File: src/rtl/dsr_pkg.sv
package dsr_pkg;
  typedef enum logic [1:0] {
    ST_FETCH   = 2'd0,
    ST_CAPTURE = 2'd1,
    ST_REPLAY  = 2'd2
  } dsr_state_e;
  localparam int unsigned StateW = 2;
endpackage

File: src/rtl/dsr_ctrl_regs.sv
module dsr_ctrl_regs (
  input  logic clk_i,
  input  logic rst_ni,
  input  logic sr_wr_i,
  input  logic sr_wdata_i,
  input  logic auto_wr_i,
  input  logic auto_wdata_i,
  input  logic go_set_i,
  input  logic cap_complete_i,
  input  logic hw_sr_set_i,
  output logic sr_q_o,
  output logic auto_q_o,
  output logic go_q_o
);
  always_ff @(posedge clk_i or negedge rst_ni) begin
    if (!rst_ni) begin
      sr_q_o   <= 1'b0;
      auto_q_o <= 1'b0;
      go_q_o   <= 1'b0;
    end else begin
      // software write outranks hardware auto-set
      if (sr_wr_i)          sr_q_o <= sr_wdata_i;
      else if (hw_sr_set_i) sr_q_o <= 1'b1;
      if (auto_wr_i) auto_q_o <= auto_wdata_i;
      // a fresh request outranks completion clear
      if (go_set_i)            go_q_o <= 1'b1;
      else if (cap_complete_i) go_q_o <= 1'b0;
    end
  end
endmodule

File: src/rtl/dsr_capture_track.sv
module dsr_capture_track (
  input  logic clk_i,
  input  logic rst_ni,
  input  logic in_capture_i,
  input  logic frame_start_i,
  input  logic frame_end_i,
  input  logic fetch_done_i,
  output logic cap_complete_o,
  output logic cap_done_q_o
);
  logic seen_q;

  assign cap_complete_o = in_capture_i && !cap_done_q_o && !frame_start_i &&
                          frame_end_i && (fetch_done_i || seen_q);

  always_ff @(posedge clk_i or negedge rst_ni) begin
    if (!rst_ni) begin
      seen_q       <= 1'b0;
      cap_done_q_o <= 1'b0;
    end else if (frame_start_i) begin
      seen_q       <= 1'b0;
      cap_done_q_o <= 1'b0;
    end else begin
      if (in_capture_i && fetch_done_i) seen_q <= 1'b1;
      if (cap_complete_o)               cap_done_q_o <= 1'b1;
    end
  end
endmodule

File: src/rtl/dsr_fsm.sv
module dsr_fsm
  import dsr_pkg::*;
(
  input  logic       clk_i,
  input  logic       rst_ni,
  input  logic       frame_start_i,
  input  logic       sr_q_i,
  input  logic       auto_q_i,
  input  logic       go_q_i,
  input  logic       cap_done_q_i,
  output dsr_state_e state_q_o,
  output logic       hw_sr_set_o
);
  dsr_state_e state_d;
  logic       want_cap;

  assign want_cap = go_q_i || (auto_q_i && !sr_q_i);

  always_comb begin
    state_d = state_q_o;
    unique case (state_q_o)
      ST_FETCH:   state_d = want_cap ? ST_CAPTURE : ST_FETCH;
      ST_CAPTURE: begin
        if (!cap_done_q_i)              state_d = ST_CAPTURE;
        else if (sr_q_i || auto_q_i)    state_d = ST_REPLAY;
        else if (go_q_i)                state_d = ST_CAPTURE;
        else                            state_d = ST_FETCH;
      end
      ST_REPLAY: begin
        if (sr_q_i)                     state_d = ST_REPLAY;
        else if (go_q_i || auto_q_i)    state_d = ST_CAPTURE;
        else                            state_d = ST_FETCH;
      end
      default:                          state_d = ST_FETCH;
    endcase
  end

  assign hw_sr_set_o = frame_start_i && auto_q_i &&
                       (state_q_o == ST_CAPTURE) && (state_d == ST_REPLAY);

  always_ff @(posedge clk_i or negedge rst_ni) begin
    if (!rst_ni)            state_q_o <= ST_FETCH;
    else if (frame_start_i) state_q_o <= state_d;
  end
endmodule

File: src/rtl/display_self_refresh.sv
module display_self_refresh
  import dsr_pkg::*;
(
  input  logic              clk_i,
  input  logic              rst_ni,
  input  logic              sr_wr_i,
  input  logic              sr_wdata_i,
  input  logic              auto_wr_i,
  input  logic              auto_wdata_i,
  input  logic              go_set_i,
  input  logic              frame_start_i,
  input  logic              frame_end_i,
  input  logic              fetch_done_i,
  output logic              fetch_req_o,
  output logic              buf_we_o,
  output logic              replay_sel_o,
  output logic              sr_o,
  output logic              auto_o,
  output logic              go_o,
  output logic [StateW-1:0] state_o
);
  dsr_state_e state_q;
  logic sr_q, auto_q, go_q, cap_complete, cap_done_q, hw_sr_set;

  dsr_ctrl_regs u_regs (
    .clk_i, .rst_ni, .sr_wr_i, .sr_wdata_i, .auto_wr_i, .auto_wdata_i, .go_set_i,
    .cap_complete_i(cap_complete),
    .hw_sr_set_i   (hw_sr_set),
    .sr_q_o        (sr_q),
    .auto_q_o      (auto_q),
    .go_q_o        (go_q)
  );

  dsr_capture_track u_track (
    .clk_i, .rst_ni,
    .in_capture_i  (state_q == ST_CAPTURE),
    .frame_start_i, .frame_end_i, .fetch_done_i,
    .cap_complete_o(cap_complete),
    .cap_done_q_o  (cap_done_q)
  );

  dsr_fsm u_fsm (
    .clk_i, .rst_ni, .frame_start_i,
    .sr_q_i      (sr_q),
    .auto_q_i    (auto_q),
    .go_q_i      (go_q),
    .cap_done_q_i(cap_done_q),
    .state_q_o   (state_q),
    .hw_sr_set_o (hw_sr_set)
  );

  assign fetch_req_o  = (state_q != ST_REPLAY);
  assign buf_we_o     = (state_q == ST_CAPTURE);
  assign replay_sel_o = (state_q == ST_REPLAY);
  assign sr_o         = sr_q;
  assign auto_o       = auto_q;
  assign go_o         = go_q;
  assign state_o      = state_q;
endmodule

File: config.mk
export PLATFORM = sky130hd
export DESIGN_NAME = display_self_refresh
export DESIGN_NICKNAME = d
export VERILOG_FILES = /design/src/rtl/dsr_pkg.sv /design/src/rtl/dsr_ctrl_regs.sv /design/src/rtl/dsr_capture_track.sv /design/src/rtl/dsr_fsm.sv /design/src/rtl/display_self_refresh.sv
export SDC_FILE = /design/constraint.sdc
export NUM_CORES = 1
export LEC_CHECK = 0
export BUFFER_PORTS_ARGS = -buffer_cell sky130_fd_sc_hd__buf_2
export CAP_MARGIN = 15
export CORE_AREA = 8 8 45 47
export CTS_CLUSTER_SIZE = 12
export DETAILED_ROUTE_END_ITERATION = 10
export DIE_AREA = 0 0 53 55
export PLACE_DENSITY = 0.51
export SETUP_SLACK_MARGIN = 0.05
export SYNTH_ARGS = -nofsm -noshare
export SYNTH_HDL_FRONTEND = slang
export SYNTH_HIERARCHICAL = 1
export SYNTH_SLANG_ARGS = --single-unit
File: constraint.sdc
create_clock -name clk_i -period 3.55 [get_ports clk_i]
set_input_delay 0.5325 -clock clk_i [delete_from_list [all_inputs] [get_ports clk_i]]
set_output_delay 0.5325 -clock clk_i [all_outputs]
set_load 0.02 [all_outputs]
==> results.txt <==
The worst slew margin relative to its limit is 85.6%. Dividing the detail-routed via count by the number of cells gives 4.67. The placeable core region came out at 1380 µm². The net count of the mapped netlist came out at 45. The net count reported at finish is 67. The number of H-tree levels is 1. The row count is 14.

The arrival time at the worst endpoint is 1.13 ns. The type of the worst min-delay path is in -> async. The run finished with clean final reports.

The width of the die came out at 53 µm. The number of gates resized after CTS was 0. The proportion of netlist area held by the largest area contributor came out at 47.6%. The max-slew violation count came to 0. After clock tree synthesis, the clock-pin slew on the worst setup and hold paths is 0.05 ns. The overall via count from detail_route is 336. The aggregate routed wire length came out at 866 µm. The yosys synthesis warning count came out at 6. Buffers inserted to repair hold after CTS numbered 0. The clock skew after layout came out at 0.00129 ns. The area overhead of the layout relative to synthesis is 35.7%.

0 antenna diodes ended up in the layout. The initial antenna violation count came to 0. The post-synthesis async set-or-reset flop share came out at 100%. The number of nets with antenna violations after detailed routing came out at 0. The combinational family with the most area after synthesis is simple AND/OR/NAND/NOR gates. The count of endpoints failing hold in the final timing report came to 0.

The count of buffers added on input and output ports is 17. The setup TNS is 0 ns. The post-synth design cell area is 368 µm². The synthesis-stage register bit count came out at 7. The detailed-placement wirelength estimate came out at 697 µm. The share of final-layout standard cells stronger than drive strength 1 is 46.4%. Buffers added to address setup during post-CTS repair amount to 0.

Measured along the y axis, the die boundary spans 55 µm. The layout has 142 filler cells. The number of global-route vias before repair is 335. In the finished design, the share of the clock period the worst path needs comes to 46.7%. The clock buffer count from CTS is 3. The number of maximum-capacitance violations is 0.

The post-layout total power is 321 µW. The first TritonRoute pass finished after 4 iterations. Once the floorplan was initialized, standard cells occupied 26.6% of the core. The static leakage is 0.000241 µW. The ratio of total power to cell area is 643 nW/µm². The overall fraction of global-route tracks in use came out at 7.15%. At the pin with the least slew margin, the transition time is 0.216 ns. The multiplexer area fraction after synthesis came out at 4.08%. For this run, the leading register cell type out of synthesis is sky130_fd_sc_hd__dfrtp_1.

The number of top-level design ports came out at 18. The sequential fraction of the synthesis area came out at 47.6%. For this run, the top clock speed supported by timing is 0.603 GHz. Setup violations remaining at the end of the flow were counted as 0. Of the total synthesized cell area, the portion taken by AND, OR, NAND and NOR gates is 23.1%. The critical path in this run is classified as reg -> out. Counting flops with a built-in enable in the synthesized netlist gives 0. The kind of start point of the critical path is a register. The CTS tree is built. The area used by sequential logic in the layout came out at 175 µm². The minimum clock period after layout came out at 1.66 ns. In this run the worst path has a maximum fanout of 9. The largest net degree at the start of global routing came out at 10. By instance count, the leading cell after synthesis is sky130_fd_sc_hd__dfrtp_1. The fraction of synthesized cell area in xor and xnor cells is 0%. The largest area contributor in the netlist is sky130_fd_sc_hd__dfrtp_1.

The routed wire length per instance came out at 12.0 µm. The distinct cell type count of the synthesized netlist came out at 19. Sorting the synthesized cells by how often they occur yields sky130_fd_sc_hd__dfrtp_1 (7), sky130_fd_sc_hd__a21oi_1 (3), sky130_fd_sc_hd__inv_1 (3).

The type of element capturing the critical path is an output pin. The aggregate global routing overflow is 0. Setup repair after global routing left no endpoint under its margin. By area the synthesized netlist is led by sky130_fd_sc_hd__dfrtp_1 (48%), sky130_fd_sc_hd__and2b_2 (4.8%), sky130_fd_sc_hd__a21oi_1 (4.1%). The global-route wire length before repair is 1460 µm.

The compound-cell area share of the yosys netlist is 22.1%. For this run, design rule violations remaining after detail routing come to 0. The tree is rooted in a sky130_fd_sc_hd__clkbuf_4. The synthesized netlist devotes 0% of its cell area to adder and majority cells. The die covers 2920 µm². The clock latency reported for the late side of the worst-skew pair came out at 0.25 ns. The tree built by TritonCTS fans out to 7 sinks. The mean area per synthesized cell came out at 10.5 µm².

The first routing iteration left 4 violations. Counting along the longest clock path gives a buffer depth of 2. The area used by multi-input combinational logic is 181 µm². The final weighted congestion in routability-driven placement is 0.784. The worst ir drop on vdd is 0.234 mV. After technology mapping, the gate count stands at 35. Data on the critical path is required at its endpoint by 3.02 ns.
power breakdown:
group	total [µW]	leakage [µW]	switching [µW]	internal [µW]
Combinational	126	0.000144	69.3	56.9
Clock	72.3	0.0000150	29.4	42.9
Sequential	123	0.0000825	25.0	97.5
Total	321	0.000241	124	197
per-layer routing:
metal	wire, µm	track usage, %
met1	352	7.73
met2	368	9.38
met3	144	4.55
met4	0	6.47
met5	0	0
flip-flops by register name, summed over array words and instances (netlist names):
| register | cells |
|---|---|
| u_track/seen_q | 1 |
| u_regs/sr_q_o | 1 |
| u_regs/auto_q_o | 1 |
| u_regs/go_q_o | 1 |
| u_fsm/state_q_o | 2 |
| u_track/cap_done_q_o | 1 |
cells by family (layout without fill, tap and decap cells):
kind of cell / Yosys count / in the layout
DFF: 7 / 7
buffers and inverters: 3 / 24
and+or+nand+nor: 13 / 13
AOI/OAI and AO/OA: 11 / 11
muxes: 1 / 1
layout make-up:
| type | instances | area share (%) |
|---|---|---|
| Tap cell | 16 | 4.01 |
| Multi-Input combinational cell | 25 | 36.3 |
| Inverter | 3 | 2.26 |
| Timing Repair Buffer | 17 | 17.0 |
| Clock buffer | 4 | 5.26 |
| Sequential cell | 7 | 35.1 |
final timing paths:
path,end,startpoint,slack [ns],cells past startpoint
setup / recovery,buf_we_o,u_fsm/state_q_o[1]$_DFFE_PN0P_,1.89,2
hold / removal,u_fsm/state_q_o[0]$_DFFE_PN0P_,rst_ni,0.11,1
setup reg to reg,u_regs/go_q_o$_DFFE_PN0P_,u_fsm/state_q_o[1]$_DFFE_PN0P_,2.28,5
hold reg to reg,u_track/seen_q$_DFFE_PN0P_,u_track/seen_q$_DFFE_PN0P_,0.52,2
max in group asynchronous,u_regs/go_q_o$_DFFE_PN0P_,rst_ni,3.28,1
min in group clk_i,u_regs/go_q_o$_DFFE_PN0P_,go_set_i,0.46,2
per-stage QoR:
| stage | hold slack (ns) | setup WS (ns) | util, % | instance area (µm²) | std cells |
|---|---|---|---|---|---|
| finish | 0.109 | 1.89 | 36.1 | 499 | 72 |
| global route | 0.102 | 1.81 | 36.1 | 499 | 72 |
| CTS | 0.104 | 1.88 | 36.1 | 499 | 72 |
| detailed placement | 0.380 | 2.15 | 34.2 | 473 | 68 |
| global placement | 0.381 | 2.17 | 34.2 | 473 | 68 |
| floorplan | 0.237 | 2.17 | - | 368 | 35 |
worst max-delay path: stages, from the launching register on:
cell                      delay [ns]
sky130_fd_sc_hd__dfrtp_1        0.45
sky130_fd_sc_hd__and2b_2        0.27
sky130_fd_sc_hd__buf_2          0.16
layout by cell type, fill, tap and decap left out:
cell / instances
sky130_fd_sc_hd__buf_2: 17
sky130_fd_sc_hd__mux2_4: 1
sky130_fd_sc_hd__o22a_1: 1
sky130_fd_sc_hd__dfrtp_1: 7
sky130_fd_sc_hd__a21oi_1: 3
sky130_fd_sc_hd__and4_1: 1
sky130_fd_sc_hd__nor2_1: 2
sky130_fd_sc_hd__inv_1: 3
sky130_fd_sc_hd__a21o_1: 1
sky130_fd_sc_hd__and2b_2: 2
sky130_fd_sc_hd__a21oi_2: 1
sky130_fd_sc_hd__o21ai_0: 2
sky130_fd_sc_hd__nand2b_1: 2
sky130_fd_sc_hd__clkbuf_1: 1
sky130_fd_sc_hd__o211ai_2: 1
sky130_fd_sc_hd__nor2b_1: 2
sky130_fd_sc_hd__a31o_1: 1
sky130_fd_sc_hd__clkbuf_4: 3
sky130_fd_sc_hd__or3b_1: 1
sky130_fd_sc_hd__nand2_1: 2
sky130_fd_sc_hd__nor3_2: 1
sky130_fd_sc_hd__a221o_1: 1
Power figures use the tool's default switching activity.
